### src/rtl/flash_wstat_pkg.sv
package flash_wstat_pkg;

    typedef enum logic [1:0] {
        OP_PROG    = 2'b00,
        OP_ERASE_S = 2'b01,
        OP_ERASE_C = 2'b10,
        OP_RSVD    = 2'b11
    } op_kind_e;

    typedef enum logic [1:0] {
        ST_IDLE       = 2'b00,
        ST_PROG_BUSY  = 2'b01,
        ST_ERASE_BUSY = 2'b10
    } wstat_state_e;

    localparam int POLL_BIT = 7;
    localparam int TOG_BIT  = 6;

endpackage

### src/rtl/flash_wstat_timer.sv
module flash_wstat_timer #(
    parameter int CW = 8
) (
    input  logic          clk,
    input  logic          rst_n,
    input  logic          load,
    input  logic [CW-1:0] load_val,
    output logic          expired
);

    logic [CW-1:0] cnt_q;

    always_ff @(posedge clk) begin
        if (!rst_n) begin
            cnt_q <= '0;
        end else if (load) begin
            cnt_q <= load_val;
        end else if (cnt_q != '0) begin
            cnt_q <= cnt_q - 1'b1;
        end
    end

    assign expired = (cnt_q == '0);

    // a loaded count never sits still while it is non-zero
    p_count_moves_r2: assert property (@(posedge clk) disable iff (!rst_n)
        (!load && cnt_q != '0) |=> (cnt_q != $past(cnt_q)));

endmodule

### src/rtl/flash_wstat_ctrl.sv
module flash_wstat_ctrl
    import flash_wstat_pkg::*;
#(
    parameter int DW         = 16,
    parameter int CW         = 8,
    parameter int PROG_CYC   = 20,
    parameter int SERASE_CYC = 50,
    parameter int CERASE_CYC = 200
) (
    input  logic          clk,
    input  logic          rst_n,
    input  logic          op_start,
    input  logic [1:0]    op_kind,
    input  logic [DW-1:0] op_data,
    input  logic          expired,
    output logic          load,
    output logic [CW-1:0] load_val,
    output logic          busy,
    output logic          is_erase,
    output logic          accept,
    output logic [DW-1:0] tgt_q,
    output logic [DW-1:0] word_q
);

    wstat_state_e state_q, state_d;
    op_kind_e     kind;

    assign kind = op_kind_e'(op_kind);

    // state register
    always_ff @(posedge clk) begin
        if (!rst_n) begin
            state_q <= ST_IDLE;
        end else begin
            state_q <= state_d;
        end
    end

    // next state: T_START_PROG, T_START_ERASE, T_FINISH
    always_comb begin
        state_d = state_q;
        unique case (state_q)
            ST_IDLE: begin
                if (op_start) begin
                    if (kind == OP_PROG) begin
                        state_d = ST_PROG_BUSY;
                    end else if (kind == OP_ERASE_S || kind == OP_ERASE_C) begin
                        state_d = ST_ERASE_BUSY;
                    end
                end
            end
            ST_PROG_BUSY, ST_ERASE_BUSY: begin
                if (expired) begin
                    state_d = ST_IDLE;
                end
            end
            default: state_d = ST_IDLE;
        endcase
    end

    // outputs
    always_comb begin
        busy     = (state_q != ST_IDLE);
        is_erase = (state_q == ST_ERASE_BUSY);
        accept   = (state_q == ST_IDLE) && op_start && (kind != OP_RSVD);
        load     = accept;
        unique case (kind)
            OP_PROG:    load_val = CW'(PROG_CYC - 1);
            OP_ERASE_S: load_val = CW'(SERASE_CYC - 1);
            OP_ERASE_C: load_val = CW'(CERASE_CYC - 1);
            default:    load_val = '0;
        endcase
    end

    // captured target and finished word
    always_ff @(posedge clk) begin
        if (!rst_n) begin
            tgt_q  <= '0;
            word_q <= '1;
        end else begin
            if (accept) begin
                tgt_q <= op_data;
            end
            if (state_q != ST_IDLE && expired) begin
                word_q <= (state_q == ST_PROG_BUSY) ? tgt_q : '1;
            end
        end
    end

    p_accept_r2: assert property (@(posedge clk) disable iff (!rst_n)
        (!busy && op_start && op_kind != 2'b11) |=> busy);

    p_rsvd_r3: assert property (@(posedge clk) disable iff (!rst_n)
        (!busy && op_start && op_kind == 2'b11) |=> (!busy && $stable(word_q)));

    p_ignore_busy_r4: assert property (@(posedge clk) disable iff (!rst_n)
        (busy && op_start) |=> $stable(tgt_q));

    p_prog_fill_r8: assert property (@(posedge clk) disable iff (!rst_n)
        ($fell(busy) && $past(state_q == ST_PROG_BUSY)) |-> (word_q == tgt_q));

    p_erase_fill_r9: assert property (@(posedge clk) disable iff (!rst_n)
        ($fell(busy) && $past(state_q == ST_ERASE_BUSY)) |-> (word_q == '1));

endmodule

### src/rtl/flash_wstat_rdport.sv
module flash_wstat_rdport
    import flash_wstat_pkg::*;
#(
    parameter int DW = 16
) (
    input  logic          clk,
    input  logic          rst_n,
    input  logic          rd_stb,
    input  logic          busy,
    input  logic          is_erase,
    input  logic          clr_tog,
    input  logic [DW-1:0] tgt_word,
    input  logic [DW-1:0] word,
    output logic [DW-1:0] rd_data
);

    logic          tog_q;
    logic [DW-1:0] stat_word;
    logic [DW-1:0] rd_q;

    always_comb begin
        stat_word           = '0;
        stat_word[POLL_BIT] = is_erase ? 1'b0 : ~tgt_word[POLL_BIT];
        stat_word[TOG_BIT]  = tog_q;
    end

    always_ff @(posedge clk) begin
        if (!rst_n) begin
            tog_q <= 1'b0;
            rd_q  <= '0;
        end else begin
            if (clr_tog) begin
                tog_q <= 1'b0;
            end else if (rd_stb && busy) begin
                tog_q <= ~tog_q;
            end
            if (rd_stb) begin
                rd_q <= busy ? stat_word : word;
            end
        end
    end

    assign rd_data = rd_q;

    p_hold_r10: assert property (@(posedge clk) disable iff (!rst_n)
        !rd_stb |=> $stable(rd_data));

    p_prog_poll_r5: assert property (@(posedge clk) disable iff (!rst_n)
        (rd_stb && busy && !is_erase) |=> (rd_data[POLL_BIT] == !$past(tgt_word[POLL_BIT])));

    p_erase_poll_r6: assert property (@(posedge clk) disable iff (!rst_n)
        (rd_stb && busy && is_erase) |=> (rd_data[POLL_BIT] == 1'b0));

    p_toggle_r7: assert property (@(posedge clk) disable iff (!rst_n)
        (rd_stb && busy && $past(rd_stb && busy)) |=> (rd_data[TOG_BIT] != $past(rd_data[TOG_BIT])));

    p_idle_read_r8: assert property (@(posedge clk) disable iff (!rst_n)
        (rd_stb && !busy) |=> (rd_data == $past(word)));

endmodule

### src/rtl/flash_wstat.sv
module flash_wstat #(
    parameter int DW         = 16,
    parameter int PROG_CYC   = 20,
    parameter int SERASE_CYC = 50,
    parameter int CERASE_CYC = 200
) (
    input  logic          clk,
    input  logic          rst_n,
    input  logic          op_start,
    input  logic [1:0]    op_kind,
    input  logic [DW-1:0] op_data,
    input  logic          rd_stb,
    output logic [DW-1:0] rd_data,
    output logic          busy
);

    localparam int MAX_AB = (PROG_CYC > SERASE_CYC) ? PROG_CYC : SERASE_CYC;
    localparam int MAXC   = (MAX_AB > CERASE_CYC) ? MAX_AB : CERASE_CYC;
    localparam int CW     = $clog2(MAXC + 1);

    logic          load;
    logic [CW-1:0] load_val;
    logic          expired;
    logic          is_erase;
    logic          accept;
    logic [DW-1:0] tgt_q;
    logic [DW-1:0] word_q;

    flash_wstat_timer #(.CW(CW)) u_timer (
        .clk      (clk),
        .rst_n    (rst_n),
        .load     (load),
        .load_val (load_val),
        .expired  (expired)
    );

    flash_wstat_ctrl #(
        .DW         (DW),
        .CW         (CW),
        .PROG_CYC   (PROG_CYC),
        .SERASE_CYC (SERASE_CYC),
        .CERASE_CYC (CERASE_CYC)
    ) u_ctrl (
        .clk      (clk),
        .rst_n    (rst_n),
        .op_start (op_start),
        .op_kind  (op_kind),
        .op_data  (op_data),
        .expired  (expired),
        .load     (load),
        .load_val (load_val),
        .busy     (busy),
        .is_erase (is_erase),
        .accept   (accept),
        .tgt_q    (tgt_q),
        .word_q   (word_q)
    );

    flash_wstat_rdport #(.DW(DW)) u_rdport (
        .clk      (clk),
        .rst_n    (rst_n),
        .rd_stb   (rd_stb),
        .busy     (busy),
        .is_erase (is_erase),
        .clr_tog  (accept),
        .tgt_word (tgt_q),
        .word     (word_q),
        .rd_data  (rd_data)
    );

endmodule

### config.mk
export PLATFORM = sky130hd
export DESIGN_NAME = flash_wstat
export DESIGN_NICKNAME = d
export VERILOG_FILES = /design/src/rtl/flash_wstat_pkg.sv /design/src/rtl/flash_wstat_timer.sv /design/src/rtl/flash_wstat_ctrl.sv /design/src/rtl/flash_wstat_rdport.sv /design/src/rtl/flash_wstat.sv
export SDC_FILE = /design/constraint.sdc
export NUM_CORES = 1
export LEC_CHECK = 0
export ABC_CLOCK_PERIOD_IN_PS = 4300
export BUFFER_PORTS_ARGS = -buffer_cell sky130_fd_sc_hd__buf_2
export CORE_UTILIZATION = 30
export DETAILED_ROUTE_END_ITERATION = 16
export REMOVE_ABC_BUFFERS = 1
export SYNTH_ARGS = -nofsm -noshare
export SYNTH_HDL_FRONTEND = slang
export SYNTH_HIERARCHICAL = 1
export SYNTH_SLANG_ARGS = --single-unit
### constraint.sdc
create_clock -name clk -period 4.3 [get_ports clk]
set_input_delay 0.43 -clock clk [delete_from_list [all_inputs] [get_ports clk]]
set_output_delay 0.43 -clock clk [all_outputs]
set_load 0.1 [all_outputs]
==> metrics.md, run 1 <==
| Metric | Value |
|---|---|
| Critical path type | `reg2reg` |
| Vias in the first global route | `2154` |
| Clk buf depth | `2` |
| Slew HR | `a little under a fifth` |
| Total CTS buffers | `9` |
| Nets | `between 300 and 400` |
| Setup Total Neg Slack | `0 ns` |
| CTS Sinks | `59` |
| Drt first pass iters | `4` |
| Syn_area_per_cell | `8.97 µm²` |
| Fmax | `0.386 GHz` |
| Area share of the largest cell type after synthesis | `43.3%` |
| Layout Utilization | `35.1%` |
| Most used DFF post-synth | `dfxtp_1` |
| Async set or reset register ratio after synthesis | `0%` |
| Commonest non-fill, non-tap cell in the layout | `dfxtp_1` |
| Synth Area in Simple Gates | `25.6%` |
| Vias per inst | `4.96` |
| Initial Util | `31.1%` |
| Resized cells post-CTS | `0` |
| Adder-cell share of the synthesized area | `2.29%` |
| Largest family of logic cells by synthesized area | `simple AND/OR/NAND/NOR gates` |
| Yosys top cell by area | `dfxtp_1` |
| Synth top area cells | `dfxtp_1 43%, o21ai_0 5.5%, nor3b_1 4.7%, nand2b_1 4.4%, nand3_1 4.2%` |
| CP endpoint kind | `register` |
| ANT cells | `0` |
| Total Wirelength | `6030 µm` |
| Worst skew pair latency | `0.33 ns` |
| Endpoints failing setup | `0` |
| Global-route usage over all layers | `13.4%` |
| GP Congestion | `0.772` |
| Min cycle time layout | `2.59 ns` |
| # H-tree levels | `3` |
| Hold-fix buffers, CTS | `0` |
| Max-slew violations | `0` |
| Layout area overhead | `12.8%` |
| Cells after synthesis | `304` |
| XOR/XNOR share of the synthesized area | `1.28%` |
| Worst slew pin tran | `1.22 ns` |
| # rows | `34` |
| Crit path DAT | `2.85 ns` |
| DR vias | `between 2000 and 2500` |
| Class of the worst hold path | `in2reg` |
| CTS tree | `built` |
| Synthesized area | `0.00273 mm²` |
| CP cell instances | `nor4_4, and4bb_1, nor2b_1, nor2_1, o21ai_1` |
| CTS root buf | `clkbuf_8` |
| Setup Fix Bufs, Post-CTS | `0` |
| CP startpoint kind | `register` |
| Post-synth EDFFs | `0` |
| Yosys warns | `6` |
| PortBufs | `38` |
| First-pass GRT wire length | `10300 µm` |
| Total of max-cap violations | `0` |
| Chip Width | `97.4 µm` |
| Area fraction in compound gates after synthesis | `18.3%` |
| Seq cells post-synth | `59` |
| Leak pwr | `1.19 nW` |
| Final Hold Vio Count | `0` |
| Largest stage delay, worst path | `slightly above 1 ns` |
| Die area | `0.00948 mm²` |
| Layout cell share with drive strength beyond 1 | `18.8%` |
| Max VDD drop | `roughly 0.18 mV` |
| GRT overflow | `0` |
| Pwr/cell area | `between 600 and 700 mW/mm²` |
| Status | `completed` |
| Critical Path Slowest Stage Cell | `nor2b_1` |
| DRT antenna net count | `0` |
| Initial antenna violation count | `0` |
| Core ar. | `0.00876 mm²` |
| Drt drc | `0` |
| Mux cell area share after synthesis | `0.734%` |
| I/O pin cnt | `39` |
| Die height | `between 90 and 100 µm` |
| Largest net degree at the start of global routing | `35` |
| Highest-count cells in the layout ignoring fill and taps | `59 x dfxtp_1, 38 x buf_2, 30 x o21ai_0` |
| Clk_skew | `around 0.0044 ns` |
| Clk slew on worst S/H paths | `0.06 ns` |
| Post-synthesis sequential area ratio | `a little over two fifths` |
| RSZ-0062 raised after global routing | `no` |
| DR WL/cell | `around 14 µm` |
| Dpl hpwl | `~3800 µm` |
| Final period util | `roughly 60%` |
| Netlist cell types | `47` |
| Highest fanout seen on the critical path | `16` |
| Required time of the critical path | `~4.6 ns` |
| DR iter-0 viols | `about 170` |
cell usage after synthesis, types with 3 or more instances:
cell type,instances
o21ai_1,8
ha_1,5
clkbuf_1,5
a21boi_1,8
nor3b_1,17
o31ai_1,4
buf_2,4
buf_6,3
o21ai_0,30
nand2b_1,19
a21oi_1,19
xnor2_1,3
clkbuf_2,4
buf_4,5
nand2_1,6
dfxtp_1,59
nand3_1,23
nand3b_1,15
inv_1,8
a21boi_0,6
nor2_1,22
worst max-delay path: cells and delay by family (launching register included):
kind | cells | cell delay (ns)
compound gates | 1 | 0.19
flops | 1 | 0.36
simple gates | 4 | 1.97
cell type report:
cell class,count,area [µm²]
clock buffer,15,186
clock inverter,1,5.00
fill,915,5690
inverter,10,45.0
multi-input combinational,210,1320
sequential,59,1180
tap,108,135
timing repair buffer,40,205
power breakdown:
part | internal, mW | switching [mW] | leakage [nW] | total (mW)
Clock | 0.272 | 0.208 | 0.0997 | 0.479
Combinational | 0.232 | 0.523 | 0.609 | 0.755
Sequential | 0.632 | 0.0576 | 0.485 | 0.690
sequential cells by signal, indices dropped and copies added, names as in the netlist:
signal and cells:
u_ctrl/tgt_q 16, u_rdport/tog_q 1, u_ctrl/word_q 16, u_timer/cnt_q 8, u_ctrl/state_q 2, u_rdport/rd_data 16
path summary, 6_finish.rpt:
path	from	cells past startpoint	end	slack, ns
worst min register to register	u_rdport/rd_data[11]	2	u_rdport/rd_data[11]	0.46
worst min-delay path	op_data[9]	3	u_ctrl/tgt_q[9]	0.34
worst max register to register	u_timer/cnt_q[3]	5	u_ctrl/word_q[2]	1.71
worst max-delay path	u_timer/cnt_q[3]	5	u_ctrl/word_q[2]	1.71
logic make-up after synthesis:
logic type / count (synthesis)
buffers and inverters: 35
multiplexers: 2
AND/OR/NAND/NOR: 115
other: 1
XOR/XNOR: 4
adder cells (fa/ha/maj): 5
AO/OA/AOI/OAI: 83
flip-flops: 59
stage by stage:
step	setup slack, ns	hold slack [ns]	total power, mW	cells	cell area, µm²
floorplan	2.27	0.454	1.30	279	2540
global placement	1.84	0.451	1.44	427	2880
detailed placement	1.78	0.456	1.45	427	2880
CTS	1.74	0.338	1.94	443	3080
global route	1.45	0.357	2.03	443	3080
finish	1.71	0.341	1.92	443	3080
layer usage:
layer  track usage (%)  part of all wire, %  up-vias
met3              2.45                  5.2        8
met2              20.2                   44       63
met4              7.47                  1.5        0
li1                  -                    -     1112
met1              18.1                   49     1015
met5                 0                    0        -
Power figures use the tool's default switching activity.
==> run 2, diff against run 1 <==
--- a/config.mk
+++ b/config.mk
@@ -5,7 +5,8 @@
 export SDC_FILE = /design/constraint.sdc
 export NUM_CORES = 1
 export LEC_CHECK = 0
-export ABC_CLOCK_PERIOD_IN_PS = 4300
+export ABC_AREA = 1
+export ABC_CLOCK_PERIOD_IN_PS = 2350
 export BUFFER_PORTS_ARGS = -buffer_cell sky130_fd_sc_hd__buf_2
 export CORE_UTILIZATION = 30
 export DETAILED_ROUTE_END_ITERATION = 16
==> constraint.sdc (replaced) <==
create_clock -name clk -period 2.35 [get_ports clk]
set_input_delay 0.235 -clock clk [delete_from_list [all_inputs] [get_ports clk]]
set_output_delay 0.235 -clock clk [all_outputs]
set_load 0.1 [all_outputs]
==> metrics.md, run 2 <==
| Metric | Value |
|---|---|
| Max-slew violations | `0 (unchanged)` |
| Highest fanout seen on the critical path | `6 (was 16)` |
| GRT overflow | `0 (unchanged)` |
| Logic pwr share | `46.0% (was 39.2%)` |
| Synth top area cells | `dfxtp_1 46%, nand2_1 10%, nor2_1 6.6%, o21ai_0 6.3%, nand3_1 5.1% (was dfxtp_1 43%, o21ai_0 5.5%, nor3b_1 4.7%, nand2b_1 4.4%, nand3_1 4.2%)` |
| Drt drc | `0 (unchanged)` |
| Async set or reset register ratio after synthesis | `0% (unchanged)` |
| Commonest non-fill, non-tap cell in the layout | `nand2_1 (was dfxtp_1)` |
| Critical path type | `reg2out (was reg2reg)` |
| Setup Total Neg Slack | `0 ns (unchanged)` |
| Synthesized area | `0.00254 mm² (was 0.00273 mm²)` |
| CP cell instances | `inv_1, ha_1, inv_1, buf_2 (was nor4_4, and4bb_1, nor2b_1, nor2_1, o21ai_1)` |
| PortBufs | `38 (unchanged)` |
| Syn_area_per_cell | `7.59 µm² (was 8.97 µm²)` |
| Largest net degree at the start of global routing | `27 (was 35)` |
| Final WS setup | `0.384 ns (was 1.71 ns)` |
| Die area | `0.00884 mm² (was 0.00948 mm²)` |
| CTS tree | `built (unchanged)` |
| CP startpoint kind | `register (unchanged)` |
| Cells after synthesis | `335 (was 304)` |
| Total Wirelength | `5210 µm (was 6030 µm)` |
| Post-Layout Cell Count | `478 (was 443)` |
| Layout area overhead | `16.7% (was 12.8%)` |
| Nets | `397 (was 357)` |
| Netlist cell types | `31 (was 47)` |
| Final period util | `83.7%` |
| Area share of the largest cell type after synthesis | `46.5% (was 43.3%)` |
| Drt first pass iters | `4 (unchanged)` |
| Resized cells post-CTS | `0 (unchanged)` |
| Layout Utilization | `36.1% (was 35.1%)` |
| Hold-fix buffers, CTS | `0 (unchanged)` |
| RSZ-0062 raised after global routing | `no (unchanged)` |
| First-pass GRT wire length | `8700 µm (was 10300 µm)` |
| Post-synth EDFFs | `0 (unchanged)` |
| # H-tree levels | `3 (unchanged)` |
| Clk slew on worst S/H paths | `0.07 ns (was 0.06 ns)` |
| Class of the worst hold path | `in2reg (unchanged)` |
| Post-synthesis sequential area ratio | `46.5% (was 43.3%)` |
| Reg2reg start | `u_timer/cnt_q[0] (was u_timer/cnt_q[3])` |
| Most frequent cells after synthesis | `71 x nand2_1, 59 x dfxtp_1, 45 x nor2_1, 32 x o21ai_0, 26 x nand3_1 (was 59 x dfxtp_1, 30 x o21ai_0, 23 x nand3_1, 22 x nor2_1)` |
| Sw Share | `46.3% (was 40.9%)` |
| Max VDD drop | `0.371 mV (was 0.176 mV)` |
| Initial Util | `30.9% (was 31.1%)` |
| DP Area | `0.00277 mm² (was 0.00288 mm²)` |
| Die height | `94.0 µm (was 97.4 µm)` |
| Sequential share of power | `33.3% (was 35.8%)` |
| Leak pwr | `1.39 nW (was 1.19 nW)` |
| CP most frequent cell | `inv_1` |
| DR vias | `2100 (was 2198)` |
| Clk_skew | `0.00860 ns (was 0.00439 ns)` |
| Vias in the first global route | `1937 (was 2154)` |
| CTS Sinks | `59 (unchanged)` |
| Yosys top cell by area | `dfxtp_1 (unchanged)` |
| Pre-CTS setup slack | `0.586 ns (was 1.78 ns)` |
| GP Congestion | `0.806 (was 0.772)` |
| Net Sw Power | `2.08 mW (was 788 µW)` |
| # rows | `33 (was 34)` |
| I/O pin cnt | `39 (unchanged)` |
| Fmax | `0.509 GHz` |
| Dpl hpwl | `3900 µm (was 3840 µm)` |
| P_int | `2.41 mW (was 1.14 mW)` |
| DR WL/cell | `10.9 µm (was 13.6 µm)` |
| Min cycle time layout | `1.97 ns` |
| Most used DFF post-synth | `dfxtp_1 (unchanged)` |
| Highest-count cells in the layout ignoring fill and taps | `71 x nand2_1, 59 x dfxtp_1, 45 x nor2_1 (was 59 x dfxtp_1, 38 x buf_2, 30 x o21ai_0)` |
| Layout cell share with drive strength beyond 1 | `20.9% (was 18.8%)` |
| Endpoints failing setup | `0 (unchanged)` |
| Clk buf depth | `2 (unchanged)` |
| Vias per inst | `4.39 (was 4.96)` |
| Final Hold Vio Count | `0 (unchanged)` |
| CP endpoint kind | `primary output (was register)` |
| Critical Path Slowest Stage Cell | `buf_2 (was nor2b_1)` |
| ANT cells | `0 (unchanged)` |
| Placed Cells | `464 (was 427)` |
| Clock group share of total power | `20.6% (was 24.9%)` |
| DR iter-0 viols | `66 (was 167)` |
| Crit path launch | `u_ctrl/state_q[0] (was u_timer/cnt_q[3])` |
| Status | `completed (unchanged)` |
| Initial antenna violation count | `0 (unchanged)` |
| Core ar. | `0.00822 mm² (was 0.00876 mm²)` |
| Worst skew pair latency | `0.32 ns (was 0.33 ns)` |
| Min-delay src | `op_data[6] (was op_data[9])` |
| Pwr/cell area | `1510 mW/mm² (was 626 mW/mm²)` |
| Seq cells post-synth | `59 (unchanged)` |
| DRT antenna net count | `0 (unchanged)` |
| Global-route usage over all layers | `12.8% (was 13.4%)` |
| Total CTS buffers | `9 (unchanged)` |
| Final Cell Area | `0.00297 mm² (was 0.00308 mm²)` |
| Largest stage delay, worst path | `0.47 ns (was 1.01 ns)` |
| Most common cell in the netlist | `nand2_1 (was dfxtp_1)` |
| Required time of the critical path | `2.12 ns (was 4.56 ns)` |
| Crit path DAT | `1.73 ns (was 2.85 ns)` |
| CTS root buf | `clkbuf_8 (unchanged)` |
| Total of max-cap violations | `0 (unchanged)` |
| Setup Fix Bufs, Post-CTS | `0 (unchanged)` |
| Yosys warns | `6 (unchanged)` |
| Chip Width | `94.0 µm (was 97.4 µm)` |
==> run 2: cell count changes after synthesis, moves of 4 or more <==
cell,delta
nor2_2,+12
clkbuf_2,-4
nand2_1,+65
nand3b_1,-14
o31ai_1,-4
a21boi_1,-7
nor2_1,+23
nand2b_1,-19
a21boi_0,-6
inv_1,+12
nor3b_1,-17
==> run 2: final cells by class <==
class	instances	area (µm²)
Clock buffer	12	165
Clock inverter	2	35.0
Fill cell	875	5250
Inverter	25	98.8
Multi-Input combinational cell	235	1150
Sequential cell	59	1180
Tap cell	105	131
Timing Repair Buffer	40	205
==> run 2: per-layer routing <==
metal,share of wire (%),GRT usage [%],wire length [µm]
met5,0,0,0
met4,0.81,4.62,42
met3,3.8,4.37,200
met2,48,20.7,2510
met1,47,15.7,2450
==> run 2: stage by stage <==
stage,hold WS [ns],total power [mW]
5_1_grt,0.151,4.81
3_5_place_dp,0.445,3.58
6_report,0.164,4.48
4_1_cts,0.151,4.52
2_1_floorplan,0.320,3.21
3_3_place_gp,0.442,3.55
==> run 2: critical path: cells and delay by family, from the launching register on <==
family	cells	cell delay [ns]
flops	1	0.34
buf+inv	3	0.78
fa+ha+maj	1	0.28
==> run 2: power by group through the flow <==
stage	Sequential, mW	Combinational (mW)	Clock [mW]
floorplan	2.11	1.10	0
global placement	1.51	2.04	0
detailed placement	1.52	2.07	0
CTS	1.50	2.07	0.951
global route	1.53	2.27	1.00
finish	1.49	2.06	0.925
==> run 2: kinds of logic (layout without fill, tap and decap cells) <==
| family | after synthesis | count (layout) | synth area share (%) |
|---|---|---|---|
| and+or+nand+nor | 167 | 167 | 29.6 |
| AOI/OAI and AO/OA | 59 | 59 | 12.0 |
| adders and majority gates | 5 | 5 | 2.46 |
| buffers and inverters | 41 | 79 | 8.27 |
| xor gates and xnor gates | 3 | 3 | 1.03 |
| other | 1 | 1 | 0.148 |
| DFF | 59 | 59 | 46.5 |
==> run 2: final timing paths <==
path                           end  slack [ns]  depth (start not counted)
hold / removal     u_ctrl/tgt_q[6]        0.16                          3
setup reg to reg  u_ctrl/word_q[1]        0.55                         10
setup / recovery              busy        0.38                          4
hold reg to reg   u_ctrl/word_q[4]        0.46                          2
==> run 3, diff against run 2 <==
--- a/config.mk
+++ b/config.mk
@@ -5,8 +5,8 @@
 export SDC_FILE = /design/constraint.sdc
 export NUM_CORES = 1
 export LEC_CHECK = 0
-export ABC_AREA = 1
-export ABC_CLOCK_PERIOD_IN_PS = 2350
+export ABC_AREA = 0
+export ABC_CLOCK_PERIOD_IN_PS = 1900
 export BUFFER_PORTS_ARGS = -buffer_cell sky130_fd_sc_hd__buf_2
 export CORE_UTILIZATION = 30
 export DETAILED_ROUTE_END_ITERATION = 16
==> constraint.sdc (replaced) <==
create_clock -name clk -period 1.9 [get_ports clk]
set_input_delay 0.19 -clock clk [delete_from_list [all_inputs] [get_ports clk]]
set_output_delay 0.19 -clock clk [all_outputs]
set_load 0.1 [all_outputs]
==> metrics.md, run 3 (synthesis gave the netlist of run 1 again) <==
| Metric | Value |
|---|---|
| Status | `completed (unchanged)` |
| Fill count | `916 (was 875)` |
| Pwr/cell area | `1450 mW/mm² (was 1510 mW/mm²)` |
| Leak pwr | `1.22 nW (was 1.39 nW)` |
| Sequential share of power | `34.2% (was 33.3%)` |
| CTS root buf | `clkbuf_8 (unchanged)` |
| Total CTS buffers | `9 (unchanged)` |
| CP top delay family | `buffers and inverters (unchanged)` |
| I/O pin cnt | `39 (unchanged)` |
| GP Congestion | `0.769 (was 0.806)` |
| ANT cells | `0 (unchanged)` |
| Clock group share of total power | `25.4% (was 20.6%)` |
| CP startpoint kind | `register (unchanged)` |
| Min cycle time layout | `1.74 ns` |
| DR iter-0 viols | `106 (was 66)` |
| Layout Utilization | `36.0% (was 36.1%)` |
| Final Hold Vio Count | `0 (unchanged)` |
| Crit path capture | `busy (unchanged)` |
| Hold-fix buffers, CTS | `0 (unchanged)` |
| Total power draw | `4.57 mW (was 4.48 mW)` |
| Reg2reg end | `u_ctrl/word_q[5] (was u_ctrl/word_q[1])` |
| Clk buf depth | `2 (unchanged)` |
| Logic pwr share | `40.3% (was 46.0%)` |
| WP depth | `5 (was 4)` |
| Required time of the critical path | `1.71 ns (was 2.12 ns)` |
| Slew HR | `66.2%` |
| DR vias | `2233 (was 2100)` |
| Vias in the first global route | `2038 (was 1937)` |
| Largest stage delay, worst path | `0.33 ns (was 0.47 ns)` |
| Max-slew violations | `0 (unchanged)` |
| Clk slew on worst S/H paths | `0.08 ns (was 0.07 ns)` |
| CP endpoint kind | `primary output (unchanged)` |
| # H-tree levels | `3 (unchanged)` |
| Final hold slack | `0.0973 ns (was 0.164 ns)` |
| Core ar. | `0.00876 mm² (was 0.00822 mm²)` |
| Reg2reg start | `u_timer/cnt_q[2] (was u_timer/cnt_q[0])` |
| CTS Sinks | `59 (unchanged)` |
| Net Sw Power | `1.90 mW (was 2.08 mW)` |
| DR WL/cell | `13.5 µm (was 10.9 µm)` |
| Commonest non-fill, non-tap cell in the layout | `dfxtp_1 (was nand2_1)` |
| R2r setup slk | `0.19 ns (was 0.55 ns)` |
| R2R cell count | `6 (was 10)` |
| Final period util | `between 90% and 100%` |
| Pre-CTS setup slack | `0.193 ns (was 0.586 ns)` |
| CTS tree | `built (unchanged)` |
| Buffers & Inverters on Critical Path | `4 (was 3)` |
| Crit path DAT | `1.55 ns (was 1.73 ns)` |
| Clk_skew | `0.00909 ns (was 0.00860 ns)` |
| Area of the multi-input gates | `0.00132 mm² (was 0.00115 mm²)` |
| # rows | `34 (was 33)` |
| Largest net degree at the start of global routing | `35 (was 27)` |
| Die height | `97.4 µm (was 94.0 µm)` |
| Global-route usage over all layers | `13.4% (was 12.8%)` |
| Drt first pass iters | `4 (unchanged)` |
| CP cell instances | `inv_1, ha_1, inv_2, buf_6, buf_12 (was inv_1, ha_1, inv_1, buf_2)` |
| Class of the worst hold path | `in2reg (unchanged)` |
| Layout cell share with drive strength beyond 1 | `21.3% (was 20.9%)` |
| DRT antenna net count | `0 (unchanged)` |
| GRT overflow | `0 (unchanged)` |
| Chip Width | `97.4 µm (was 94.0 µm)` |
| Vias per inst | `4.96 (was 4.39)` |
| Fmax | `0.574 GHz` |
| Worst skew pair latency | `0.34 ns (was 0.32 ns)` |
| Drt drc | `0 (unchanged)` |
| Critical path type | `reg2out (unchanged)` |
| Highest fanout seen on the critical path | `13 (was 6)` |
| Total Wirelength | `6090 µm (was 5210 µm)` |
| P_int | `2.67 mW (was 2.41 mW)` |
| Endpoints failing setup | `0 (unchanged)` |
| Die area | `0.00948 mm² (was 0.00884 mm²)` |
| DP Area | `0.00294 mm² (was 0.00277 mm²)` |
| RSZ-0062 raised after global routing | `no (unchanged)` |
| Max VDD drop | `0.481 mV (was 0.371 mV)` |
| Seq. cell area | `0.00118 mm² (unchanged)` |
| Sw Share | `41.5% (was 46.3%)` |
| Crit path launch | `u_ctrl/state_q[0] (unchanged)` |
| PortBufs | `38 (unchanged)` |
| Setup Total Neg Slack | `0 ns (unchanged)` |
| Total of max-cap violations | `0 (unchanged)` |
| Dpl hpwl | `3900 µm (about the same)` |
| Critical Path Slowest Stage Cell | `dfxtp_1 (was buf_2)` |
| Final WS setup | `0.157 ns (was 0.384 ns)` |
| Initial Util | `31.1% (was 30.9%)` |
| First-pass GRT wire length | `10100 µm (was 8700 µm)` |
| Post-Layout Cell Count | `450 (was 478)` |
| Layout area overhead | `15.7% (was 16.7%)` |
| Worst slew pin tran | `0.507 ns` |
| Nets | `364 (was 397)` |
| Initial antenna violation count | `0 (unchanged)` |
| Highest-count cells in the layout ignoring fill and taps | `59 x dfxtp_1, 37 x buf_2, 30 x o21ai_0 (was 71 x nand2_1, 59 x dfxtp_1, 45 x nor2_1)` |
| Placed Cells | `433 (was 464)` |
| Final Cell Area | `0.00316 mm² (was 0.00297 mm²)` |
run 3: cell types whose count changed in the layout (fill, tap and decap cells not counted), sizes merged, moves of 4 or more:
cell,before,now
nand2,74,6
a21boi,1,14
o31ai,0,4
nor3b,0,18
buf,40,47
inv,25,11
clkinvlp,0,4
nand3b,1,15
nand2b,0,19
nor2,59,22
run 3: how the worst min path moves through the flow:
stage | startpoint | end | cells after the start
CTS | op_data[11] | u_ctrl/tgt_q[11] | 3
detailed placement | op_data[9] | u_ctrl/tgt_q[9] | 3
floorplan | rst_n | u_ctrl/word_q[10] | 1
finish | op_data[11] | u_ctrl/tgt_q[11] | 3
global placement | op_data[9] | u_ctrl/tgt_q[9] | 3
global route | op_data[9] | u_ctrl/tgt_q[9] | 3
run 3: worst register-to-register path, cell delays in order, from the launching register on:
cell and delay, ns:
dfxtp_1 0.37, nor4_4 0.33, and4bb_1 0.28, nand2b_1 0.07, buf_4 0.19, nor3b_1 0.26, o21ai_0 0.10
run 3: metal layers:
layer	up-vias	GRT usage (%)	routed length, µm	share of wire, %
met2	55	19.4	2580	42
met4	0	6.45	98	1.6
met5	-	0	0	0
met1	1043	18.3	3070	50
li1	1125	-	-	-
met3	10	3.60	338	5.6
run 3: power groups by stage:
stage	Clock (mW)	Sequential, mW	Combinational (mW)
after floorplan	0	2.02	0.916
final	1.16	1.56	1.84
after detailed placement	0	1.59	1.80
after CTS	1.19	1.57	1.82
after global placement	0	1.59	1.77
after global routing	1.25	1.59	1.99
run 3: repair_timing:
item / in CTS / in global routing
gates resized for setup: 1 / 1
pin swaps: 0 / 1
setup buffers: 0 / 1
endpoints found under the setup margin: 1 / 2
run 3: layout make-up:
type                       count  share of cell area (%)
sequential                    59                    37.4
clock buffer                   9                    3.92
tap                          108                    4.28
multi-input combinational    210                    41.7
clock inverter                 7                    2.46
inverter                      10                    1.43
timing repair buffer          47                    8.76
